## src/rtl/sport_pkg.sv

```systemverilog
`timescale 1ns/1ps
package sport_pkg;

  typedef enum logic [1:0] {
    PH_MODE,
    PH_ADDR,
    PH_DATA,
    PH_DONE
  } sport_phase_e;

  function automatic sport_phase_e phase_of(input int unsigned cnt,
                                            input int unsigned aw,
                                            input int unsigned dw);
    if (cnt == 0)            return PH_MODE;
    else if (cnt <= aw)      return PH_ADDR;
    else if (cnt <= aw + dw) return PH_DATA;
    else                     return PH_DONE;
  endfunction

endpackage

```

## src/rtl/sport_rx.sv

```systemverilog
`timescale 1ns/1ps
module sport_rx
  import sport_pkg::*;
#(
  parameter int ADDR_W = 7,
  parameter int DATA_W = 8,
  localparam int FRAME_LEN = 1 + ADDR_W + DATA_W,
  localparam int CNT_W = $clog2(FRAME_LEN + 1)
) (
  input  logic              clk_i,
  input  logic              rst_ni,
  input  logic              en_i,
  input  logic              din_i,
  output logic [CNT_W-1:0]  cnt_o,
  output logic              rd_o,
  output logic [ADDR_W-1:0] addr_o,
  output logic [DATA_W-1:0] wdata_o,
  output logic              we_o
);

  logic [CNT_W-1:0]  cnt_q;
  logic              rd_q;
  logic [ADDR_W-1:0] addr_q;
  logic [DATA_W-1:0] wdata_q;
  logic              we_q;
  sport_phase_e      phase;

  assign phase = phase_of(int'(cnt_q), ADDR_W, DATA_W);

  always_ff @(posedge clk_i or negedge rst_ni) begin
    if (!rst_ni) begin
      cnt_q   <= '0;
      rd_q    <= 1'b0;
      addr_q  <= '0;
      wdata_q <= '0;
      we_q    <= 1'b0;
    end else if (!en_i) begin
      cnt_q <= '0;
      we_q  <= 1'b0;
    end else begin
      we_q <= 1'b0;
      if (phase != PH_DONE) cnt_q <= cnt_q + 1'b1;
      unique case (phase)
        PH_MODE: rd_q    <= din_i;
        PH_ADDR: addr_q  <= {din_i, addr_q[ADDR_W-1:1]};
        PH_DATA: begin
          wdata_q <= {din_i, wdata_q[DATA_W-1:1]};
          if (cnt_q == CNT_W'(FRAME_LEN - 1) && !rd_q) we_q <= 1'b1;
        end
        default: ;
      endcase
    end
  end

  assign cnt_o   = cnt_q;
  assign rd_o    = rd_q;
  assign addr_o  = addr_q;
  assign wdata_o = wdata_q;
  assign we_o    = we_q;

  // strobe only once the whole frame has been counted
  p_we_full_frame_r3: assert property (@(posedge clk_i) disable iff (!rst_ni)
    we_q |-> (cnt_q == CNT_W'(FRAME_LEN)));
  // strobe lasts a single cycle
  p_we_single_r3: assert property (@(posedge clk_i) disable iff (!rst_ni)
    we_q |=> !we_q);
  // enable low clears the frame position
  p_abort_clears_r6: assert property (@(posedge clk_i) disable iff (!rst_ni)
    !en_i |=> (cnt_q == '0));
  // counter saturates at the frame length
  p_cnt_bound_r8: assert property (@(posedge clk_i) disable iff (!rst_ni)
    cnt_q <= CNT_W'(FRAME_LEN));

endmodule

```

## src/rtl/sport_tx.sv

```systemverilog
`timescale 1ns/1ps
module sport_tx #(
  parameter int ADDR_W = 7,
  parameter int DATA_W = 8,
  localparam int FRAME_LEN = 1 + ADDR_W + DATA_W,
  localparam int CNT_W = $clog2(FRAME_LEN + 1)
) (
  input  logic              clk_i,
  input  logic              rst_ni,
  input  logic [CNT_W-1:0]  cnt_i,
  input  logic              rd_i,
  input  logic [DATA_W-1:0] rdata_i,
  output logic              dout_o,
  output logic              oe_o
);

  localparam logic [CNT_W-1:0] LoadAt = CNT_W'(ADDR_W + 1);
  localparam logic [CNT_W-1:0] EndAt  = CNT_W'(FRAME_LEN);

  logic [DATA_W-1:0] sh_q;
  logic              dout_q;
  logic              oe_q;

  // launches on the falling edge, state comes from rising-edge registers only
  always_ff @(negedge clk_i or negedge rst_ni) begin
    if (!rst_ni) begin
      sh_q   <= '0;
      dout_q <= 1'b0;
      oe_q   <= 1'b0;
    end else if (rd_i && cnt_i == LoadAt) begin
      sh_q   <= rdata_i >> 1;
      dout_q <= rdata_i[0];
      oe_q   <= 1'b1;
    end else if (rd_i && cnt_i > LoadAt && cnt_i < EndAt) begin
      sh_q   <= sh_q >> 1;
      dout_q <= sh_q[0];
    end else begin
      oe_q <= 1'b0;
    end
  end

  assign dout_o = dout_q;
  assign oe_o   = oe_q;

  // drive only during a read data phase
  p_oe_read_only_r5: assert property (@(negedge clk_i) disable iff (!rst_ni)
    oe_q |-> rd_i);

endmodule

```

## src/rtl/sport_access.sv

```systemverilog
`timescale 1ns/1ps
module sport_access #(
  parameter int ADDR_W = 7,
  parameter int DATA_W = 8
) (
  input  logic              ser_clk_i,
  input  logic              rst_ni,
  input  logic              frame_en_i,
  input  logic              ser_din_i,
  output logic              ser_dout_o,
  output logic              ser_dout_oe_o,
  output logic [ADDR_W-1:0] reg_addr_o,
  output logic              reg_we_o,
  output logic [DATA_W-1:0] reg_wdata_o,
  input  logic [DATA_W-1:0] reg_rdata_i
);

  localparam int FRAME_LEN = 1 + ADDR_W + DATA_W;
  localparam int CNT_W = $clog2(FRAME_LEN + 1);

  logic [CNT_W-1:0] cnt;
  logic             rd;
  logic             oe_raw;

  sport_rx #(.ADDR_W(ADDR_W), .DATA_W(DATA_W)) u_rx (
    .clk_i   (ser_clk_i),
    .rst_ni  (rst_ni),
    .en_i    (frame_en_i),
    .din_i   (ser_din_i),
    .cnt_o   (cnt),
    .rd_o    (rd),
    .addr_o  (reg_addr_o),
    .wdata_o (reg_wdata_o),
    .we_o    (reg_we_o)
  );

  sport_tx #(.ADDR_W(ADDR_W), .DATA_W(DATA_W)) u_tx (
    .clk_i   (ser_clk_i),
    .rst_ni  (rst_ni),
    .cnt_i   (cnt),
    .rd_i    (rd),
    .rdata_i (reg_rdata_i),
    .dout_o  (ser_dout_o),
    .oe_o    (oe_raw)
  );

  // release the pad the moment the device is deselected
  assign ser_dout_oe_o = oe_raw & frame_en_i;

  // no drive while a write commits
  p_no_drive_on_write_r5: assert property (@(posedge ser_clk_i) disable iff (!rst_ni)
    reg_we_o |-> !ser_dout_oe_o);
  // address held while read data goes out
  p_addr_stable_read_r4: assert property (@(posedge ser_clk_i) disable iff (!rst_ni)
    (oe_raw && $past(oe_raw)) |-> $stable(reg_addr_o));

endmodule

```

## config.mk

```make
export PLATFORM = sky130hd
export DESIGN_NAME = sport_access
export DESIGN_NICKNAME = d
export VERILOG_FILES = /design/src/rtl/sport_pkg.sv /design/src/rtl/sport_rx.sv /design/src/rtl/sport_tx.sv /design/src/rtl/sport_access.sv
export SDC_FILE = /design/constraint.sdc
export NUM_CORES = 1
export LEC_CHECK = 0
export BUFFER_PORTS_ARGS = -buffer_cell sky130_fd_sc_hd__buf_2
export CAP_MARGIN = 0
export CORE_UTILIZATION = 35
export DETAILED_ROUTE_END_ITERATION = 10
export PLACE_DENSITY = 0.68
export SYNTH_ARGS = -nofsm -noshare
export SYNTH_HDL_FRONTEND = slang
export SYNTH_SLANG_ARGS = --single-unit
```

## constraint.sdc

```tcl
create_clock -name ser_clk_i -period 1.9 [get_ports ser_clk_i]
set_input_delay 0.19 -clock ser_clk_i [delete_from_list [all_inputs] [get_ports ser_clk_i]]
set_output_delay 0.19 -clock ser_clk_i [all_outputs]
set_load 0.02 [all_outputs]
```

==> key figures, run 1 <==
Clock network
  – H-Tree Depth: 2
  – Root Buffer Master: clkbuf_8
  – CTS tree: done
  – CTS Buffer Depth: 2
  – CTS sink cnt: 31
  – Clock latency at the later pin of the worst-skew pair: just under 0.3 ns
  – Clock slew at reported path FFs: 0.06 ns
  – Total CTS buffers: 5

Floorplan
  – Ports: 30
  – Die Wd: 64.0 um
  – Die area: 4090 sq um
  – Initial cell density of the core: 36.7%
  – Core area: 3660 sq um
  – Die outline height: about 64 um
  – Row count: 22

STA
  – Final Worst Setup Slack: -0.373 ns
  – Final Hold Fails: 0
  – Max-slew violations: 0
  – Unrepaired setup endpoints after global routing: true
  – Worst Max-Slew Pin Slew: 0.412 ns
  – Final setup viols: 18
  – Aggregate negative setup slack: -3.29 ns
  – Slew Limit Headroom: between 70% and 80%
  – Fin Clk Skew: 0.0128 ns

Synthesis
  – Post-synth top area share: 41.0%
  – Main area contributors after synthesis: dfrtp_1 41%, dfrtn_1 17%, mux2_4 7.8%
  – Synthesized instance count: 101
  – Commonest cells in the netlist: 22 x dfrtp_1, 9 x dfrtn_1, 9 x mux2_2, 9 x nand2_1
  – Ys flop type: dfrtp_1
  – Synth area leader: dfrtp_1
  – Post-synth EDFFs: 0
  – Sequential area share after synthesis: 57.7%
  – Asr flop ratio synth: 100%
  – Yosys cell types: 24
  – Post-synthesis net count: 116
  – Top-count cell post-synth: dfrtp_1
  – Syn_area_per_cell: 13.3 sq um
  – Post-synthesis cell area: around 1300 sq um
  – Syn. warnings: 0
  – #FFs+latches synth: 31

Critical path
  – Crit path buf inv count: 1
  – WP data arrival: 1.46 ns
  – CP max stage delay: 0.38 ns
  – Worst path required time: 1.09 ns
  – CP top delay family: flip-flops
  – Setup crit end kind: flip-flop
  – Critical R2R Launch: u_rx.cnt_o[1]$_DFFE_PN0P_
  – CP Class: flip-flop to flip-flop
  – CP Cell Sequence: inv_1 -> ha_2 -> nor2b_4 -> mux2i_1 -> o21ai_1
  – Crit-path max FO: 5
  – Slowest-stage cell, CP: dfrtp_1
  – Critical path startpoint category: flip-flop
  – Critical Path Start: u_rx.cnt_o[1]$_DFFE_PN0P_

Pwr
  – PD cells: 1120 nW/um^2
  – P_leak: 0.952 nW
  – Peak supply drop: 0.403 mV

Status
  – Status: finished, violations left
  – Failing checks: negative setup slack

Cells and area
  – Final nets: approximately 170
  – Synth-to-layout area growth: 33.2%
  – Diode count: 0
  – Final Non-Filler Cells: 199
  – Final Cell Area: 1790 sq um
  – Share of layout cells above drive strength 1: 47.0%
  – Fill count: ~340

Placed design
  – DP HPWL: 1810 um
  – Dpl cells: between 150 and 200
  – Number of I/O port buffers: 29
  – Final weighted congestion in routability-driven placement: between 0.7 and 0.8
  – Post-Place Cell Area: 1630 sq um

GRT
  – First-pass GRT wire length: roughly 4300 um
  – All-Layer GR Usage: between 10% and 20%
  – Largest net degree at the start of global routing: 18
  – Number of global-route vias before repair: 975
  – Initial antenna violation count: 0
  – Grt total ovfl: 0

Detailed routing
  – Remaining DRCs: 0
  – Antenna Nets Post-Route: 0
  – Final WL: 2600 um
  – Wire per inst: 13.1 um
  – Vias: 910
  – Detailed Route Iter0 Violations: 28
  – Drt pass-1 iters: 2
  – Vias per cell: 4.57

Min path
  – Worst hold start: ser_din_i
  – Hold WC Path Type: input pin to flip-flop

Job
  – Max-cap violations: 0
## power breakdown
| part | switching (W) | internal [W] |
|---|---|---|
| logic | 0.000293 | 0.000351 |
| registers | 0.0000916 | 0.000793 |
| clock network | 0.000223 | 0.000256 |
| total | 0.000608 | 0.00140 |
## state kept, by name, summed over array words and instances (netlist names)
register / cells
u_rx.wdata_o: 8
u_rx.addr_o: 7
u_tx.sh_q: 7
u_rx.cnt_o: 5
u_rx.rd_o: 1
u_rx.we_o: 1
u_tx.dout_o: 1
u_tx.oe_o: 1
## cells in the final DEF, fill, tap and decap left out, types with 3 or more instances in the layout
cell	Yosys	final
dfrtp_1	22	22
dfrtn_1	9	9
mux2_4	7	7
buf_6	1	4
nand2_1	9	9
buf_4	0	11
o21ai_1	0	7
inv_1	3	3
xnor2_1	3	3
and2_1	4	3
mux2i_1	8	8
clkbuf_8	0	5
buf_2	1	27
mux2_2	9	9
## worst reg2reg max path: stages, from the launching register on
cell     delay [ns]
dfrtp_1        0.38
inv_1          0.07
ha_2           0.18
nor2b_4        0.25
mux2i_1        0.24
o21ai_1        0.07
## layout make-up
cell class | count | area (sq um) | share of cell area (%)
timing repair buffer | 44 | 293 | 16.4
multi-input combinational | 65 | 569 | 31.8
clock inverter | 1 | 5.00 | 0.280
tap | 48 | 60.1 | 3.35
inverter | 3 | 11.3 | 0.629
clock buffer | 7 | 76.3 | 4.26
sequential | 31 | 776 | 43.3
## worst paths after layout
check                                               to  slack [ns]  cells after the start
max                           u_tx.sh_q[4]$_DFFE_NN0P_       -0.37                      5
min                         u_rx.addr_o[6]$_DFFE_PN0P_        0.20                      2
max reg2reg                   u_tx.sh_q[4]$_DFFE_NN0P_       -0.37                      5
min reg2reg                   u_tx.sh_q[0]$_DFFE_NN0P_        0.43                      2
max in group asynchronous        u_tx.oe_o$_DFFE_NN0P_        0.41                      2
min in group asynchronous  u_rx.wdata_o[5]$_DFFE_PN0P_        0.35                      2
## cells by family after synthesis
logic type / after synthesis / synth area share [%]
AO/OA/AOI/OAI: 9 / 3.54
XOR/XNOR: 3 / 1.96
adder cells (fa/ha/maj): 3 / 2.79
buffers and inverters: 6 / 2.33
flip-flops: 31 / 57.7
multiplexers: 24 / 21.3
AND/OR/NAND/NOR: 25 / 10.3
## timing repair
action / in CTS / in global routing
endpoints found under the hold margin: 5 / 0
hold buffers: 1 / 0
pin swaps: 1 / 1
setup endpoints to repair: 18 / 18
cloned: 1 / 0
gates resized for setup: 6 / 5
setup buffers: 1 / 4
## per-layer routing
metal | wire length [um] | GRT usage, % | up-vias | part of all wire, %
met1 | 1110 | 15.5 | 441 | 43
met5 | 0 | 0 | - | 0
met4 | 56 | 8.52 | 0 | 2.2
met2 | 1320 | 23.3 | 16 | 51
met3 | 113 | 4.82 | 9 | 4.3
li1 | - | - | 444 | -
## per-stage QoR
step / hold slack, ns / total power [W] / worst slack (ns) / utilization, %
after global routing: 0.206 / 0.00214 / -0.470 / 48.9
after global placement: 0.130 / 0.00146 / -0.393 / 44.6
after CTS: 0.198 / 0.00201 / -0.378 / 48.1
after detailed placement: 0.124 / 0.00148 / -0.432 / 44.6
final: 0.196 / 0.00201 / -0.373 / 48.9
after floorplan: -0.106 / 0.00129 / -0.327 / -
Note: power is estimated with default switching activity, not from simulation.
==> inputs of run 2 (changes only) <==
==> constraint.sdc (replaced) <==
create_clock -name ser_clk_i -period 1.9 [get_ports ser_clk_i]
set_input_delay 0.19 -clock ser_clk_i [delete_from_list [all_inputs] [get_ports ser_clk_i]]
set_output_delay 0.19 -clock ser_clk_i [all_outputs]
set_load 0.01 [all_outputs]
==> key figures, run 2 (synthesis results as in run 1) <==
Cells and area
  – Synth-to-layout area growth: 32.1%
  – Most frequent cells in the layout: 29 x buf_2, 22 x dfrtp_1, 11 x buf_4
  – Commonest non-fill, non-tap cell in the layout: buf_2
  – Fill count: 341 (+1.2%)
  – Final nets: 165 (unchanged)
  – Share of layout cells above drive strength 1: 46.4% (-0.66 points)
  – Max reg flops: 8 (unchanged)
  – Final Non-Filler Cells: 199 (unchanged)
  – Diode count: 0 (unchanged)

Pwr
  – Switching share of power: 28.2% (-2.1 points)
  – Peak supply drop: 0.397 mV (-1.5%)
  – Clock power share: 24.8% (+0.9 points)
  – Combinational share of power: 29.7% (-2.4 points)
  – Power Internal: 0.00139 W (-0.40%)
  – PD cells: 1090 nW/um^2 (-2.5%)
  – Flop pwr share: 45.5% (+1.4 points)
  – Sw Pwr: 0.000547 W (-10%)
  – P_leak: 0.947 nW (-0.58%)

Detailed routing
  – Remaining DRCs: 0 (unchanged)
  – Final WL: 2610 um (+0.38%)
  – Drt pass-1 iters: 2 (unchanged)
  – Vias: 911 (+0.11%)
  – Detailed Route Iter0 Violations: 26 (-7.1%)
  – Vias per cell: 4.58 (+0.11%)
  – Antenna Nets Post-Route: 0 (unchanged)
  – Wire per inst: 13.1 um (+0.38%)

STA
  – Slew Limit Headroom: 72.5% (about the same)
  – Fin Clk Skew: 0.0124 ns (-0.000370 ns)
  – Unrepaired setup endpoints after global routing: true
  – Final Hold Fails: 0 (unchanged)
  – Worst hold margin: 0.196 ns (-0.000173 ns)
  – Final Worst Setup Slack: -0.376 ns (-0.00290 ns)
  – Worst Max-Slew Pin Slew: 0.412 ns (-0.00000191 ns)
  – Final setup viols: 18 (unchanged)
  – Max-slew violations: 0 (unchanged)

Clock network
  – Clock latency at the later pin of the worst-skew pair: 0.29 ns (about the same)
  – Root Buffer Master: clkbuf_8
  – Clock slew at reported path FFs: 0.06 ns (about the same)
  – CTS sink cnt: 31 (unchanged)
  – Total CTS buffers: 5 (unchanged)
  – CTS tree: done
  – CTS Buffer Depth: 2 (unchanged)
  – H-Tree Depth: 2 (unchanged)

Placed design
  – Final weighted congestion in routability-driven placement: 0.776 (unchanged)
  – Dpl cells: 186 (unchanged)
  – DP HPWL: 1810 um (unchanged)
  – Number of I/O port buffers: 29 (unchanged)

GRT
  – Number of global-route vias before repair: 972 (-0.31%)
  – First-pass GRT wire length: 4260 um (unchanged)
  – Grt total ovfl: 0 (unchanged)
  – All-Layer GR Usage: 14.1% (unchanged)
  – Initial antenna violation count: 0 (unchanged)
  – Largest net degree at the start of global routing: 18 (unchanged)

Critical path
  – WP data arrival: 1.46 ns (about the same)
  – Crit-path max FO: 5 (unchanged)
  – FF-to-FF setup slack: -0.38 ns (about the same)
  – Worst path required time: 1.09 ns (about the same)
  – Setup crit end kind: flip-flop
  – Critical path startpoint category: flip-flop
  – CP Class: flip-flop to flip-flop

Floorplan
  – Ports: 30 (unchanged)
  – Die Wd: 64.0 um (unchanged)
  – Core area: 3660 sq um (unchanged)
  – Die outline height: 64.0 um (unchanged)
  – Initial cell density of the core: 36.7% (unchanged)
  – Row count: 22 (unchanged)
  – Die area: 4090 sq um (unchanged)

Job
  – Max-cap violations: 0 (unchanged)

Status
  – Failing checks: negative setup slack
  – Status: finished, violations left

Min path
  – Hold WC Path Type: input pin to flip-flop
-- run 2: changes by cell type in the layout (fill, tap and decap cells not counted) --
cell	before	now
and2_1	3	4
buf_6	4	2
and2_4	1	0
buf_2	27	29
-- run 2: layout make-up --
| cell class | count | area (sq um) | share of cell area, % |
|---|---|---|---|
| flip-flops and latches | 31 | 776 | 43.7 |
| well taps | 48 | 60.1 | 3.38 |
| clock buffers | 7 | 76.3 | 4.30 |
| repair buffers | 44 | 280 | 15.8 |
| multi-input cells | 65 | 567 | 31.9 |
| clock inverters | 1 | 5.00 | 0.282 |
| inverters | 3 | 11.3 | 0.634 |
-- run 2: final timing paths --
kind	start	end	cells past startpoint
worst max-delay path	u_rx.cnt_o[1]$_DFFE_PN0P_	u_tx.sh_q[4]$_DFFE_NN0P_	5
worst min-delay path	ser_din_i	u_rx.addr_o[6]$_DFFE_PN0P_	2
worst max register to register	u_rx.cnt_o[1]$_DFFE_PN0P_	u_tx.sh_q[4]$_DFFE_NN0P_	5
worst min register to register	u_tx.sh_q[0]$_DFFE_NN0P_	u_tx.sh_q[0]$_DFFE_NN0P_	2
max in group asynchronous	rst_ni	u_tx.oe_o$_DFFE_NN0P_	2
min in group asynchronous	rst_ni	u_rx.wdata_o[5]$_DFFE_PN0P_	2
-- run 2: stage by stage --
stage / total power, W / worst slack, ns / utilization, % / cell area [sq um] / setup TNS [ns]
detailed placement: 0.00142 / -0.432 / 44.6 / 1630 / -3.66
global route: 0.00207 / -0.470 / 48.5 / 1780 / -4.45
global placement: 0.00139 / -0.393 / 44.6 / 1630 / -3.21
floorplan: 0.00123 / -0.327 / - / 1360 / -2.70
CTS: 0.00194 / -0.378 / 47.7 / 1750 / -3.80
finish: 0.00194 / -0.376 / 48.5 / 1780 / -3.31
-- run 2: repair_timing --
item,CTS,global route
setup endpoints to repair,18,18
buffers inserted,1,4
pin swaps,2,1
hold endpoints to repair,5,0
gates resized for setup,1,5
cloned,1,0
hold buffers,1,0
-- run 2: per-layer routing --
layer / global-route usage [%] / routed length, um / vias up
li1: - / - / 444
met4: 8.52 / 56 / 0
met5: 0 / 0 / -
met1: 15.7 / 1120 / 442
met3: 4.82 / 114 / 9
met2: 23.0 / 1320 / 16
-- run 2: power by group through the flow --
stage	clock network (W)	logic (W)	registers (W)
after CTS	0.000502	0.000550	0.000886
after detailed placement	0	0.000529	0.000890
after floorplan	0	0.000309	0.000922
final	0.000481	0.000576	0.000884
after global placement	0	0.000513	0.000882
after global routing	0.000539	0.000625	0.000902
-- run 2: worst max-delay path, cell delays in order, from the launching register on --
cell,delay (ns)
dfrtp_1,0.38
inv_1,0.07
ha_2,0.18
nor2b_4,0.25
mux2i_1,0.23
o21ai_1,0.07
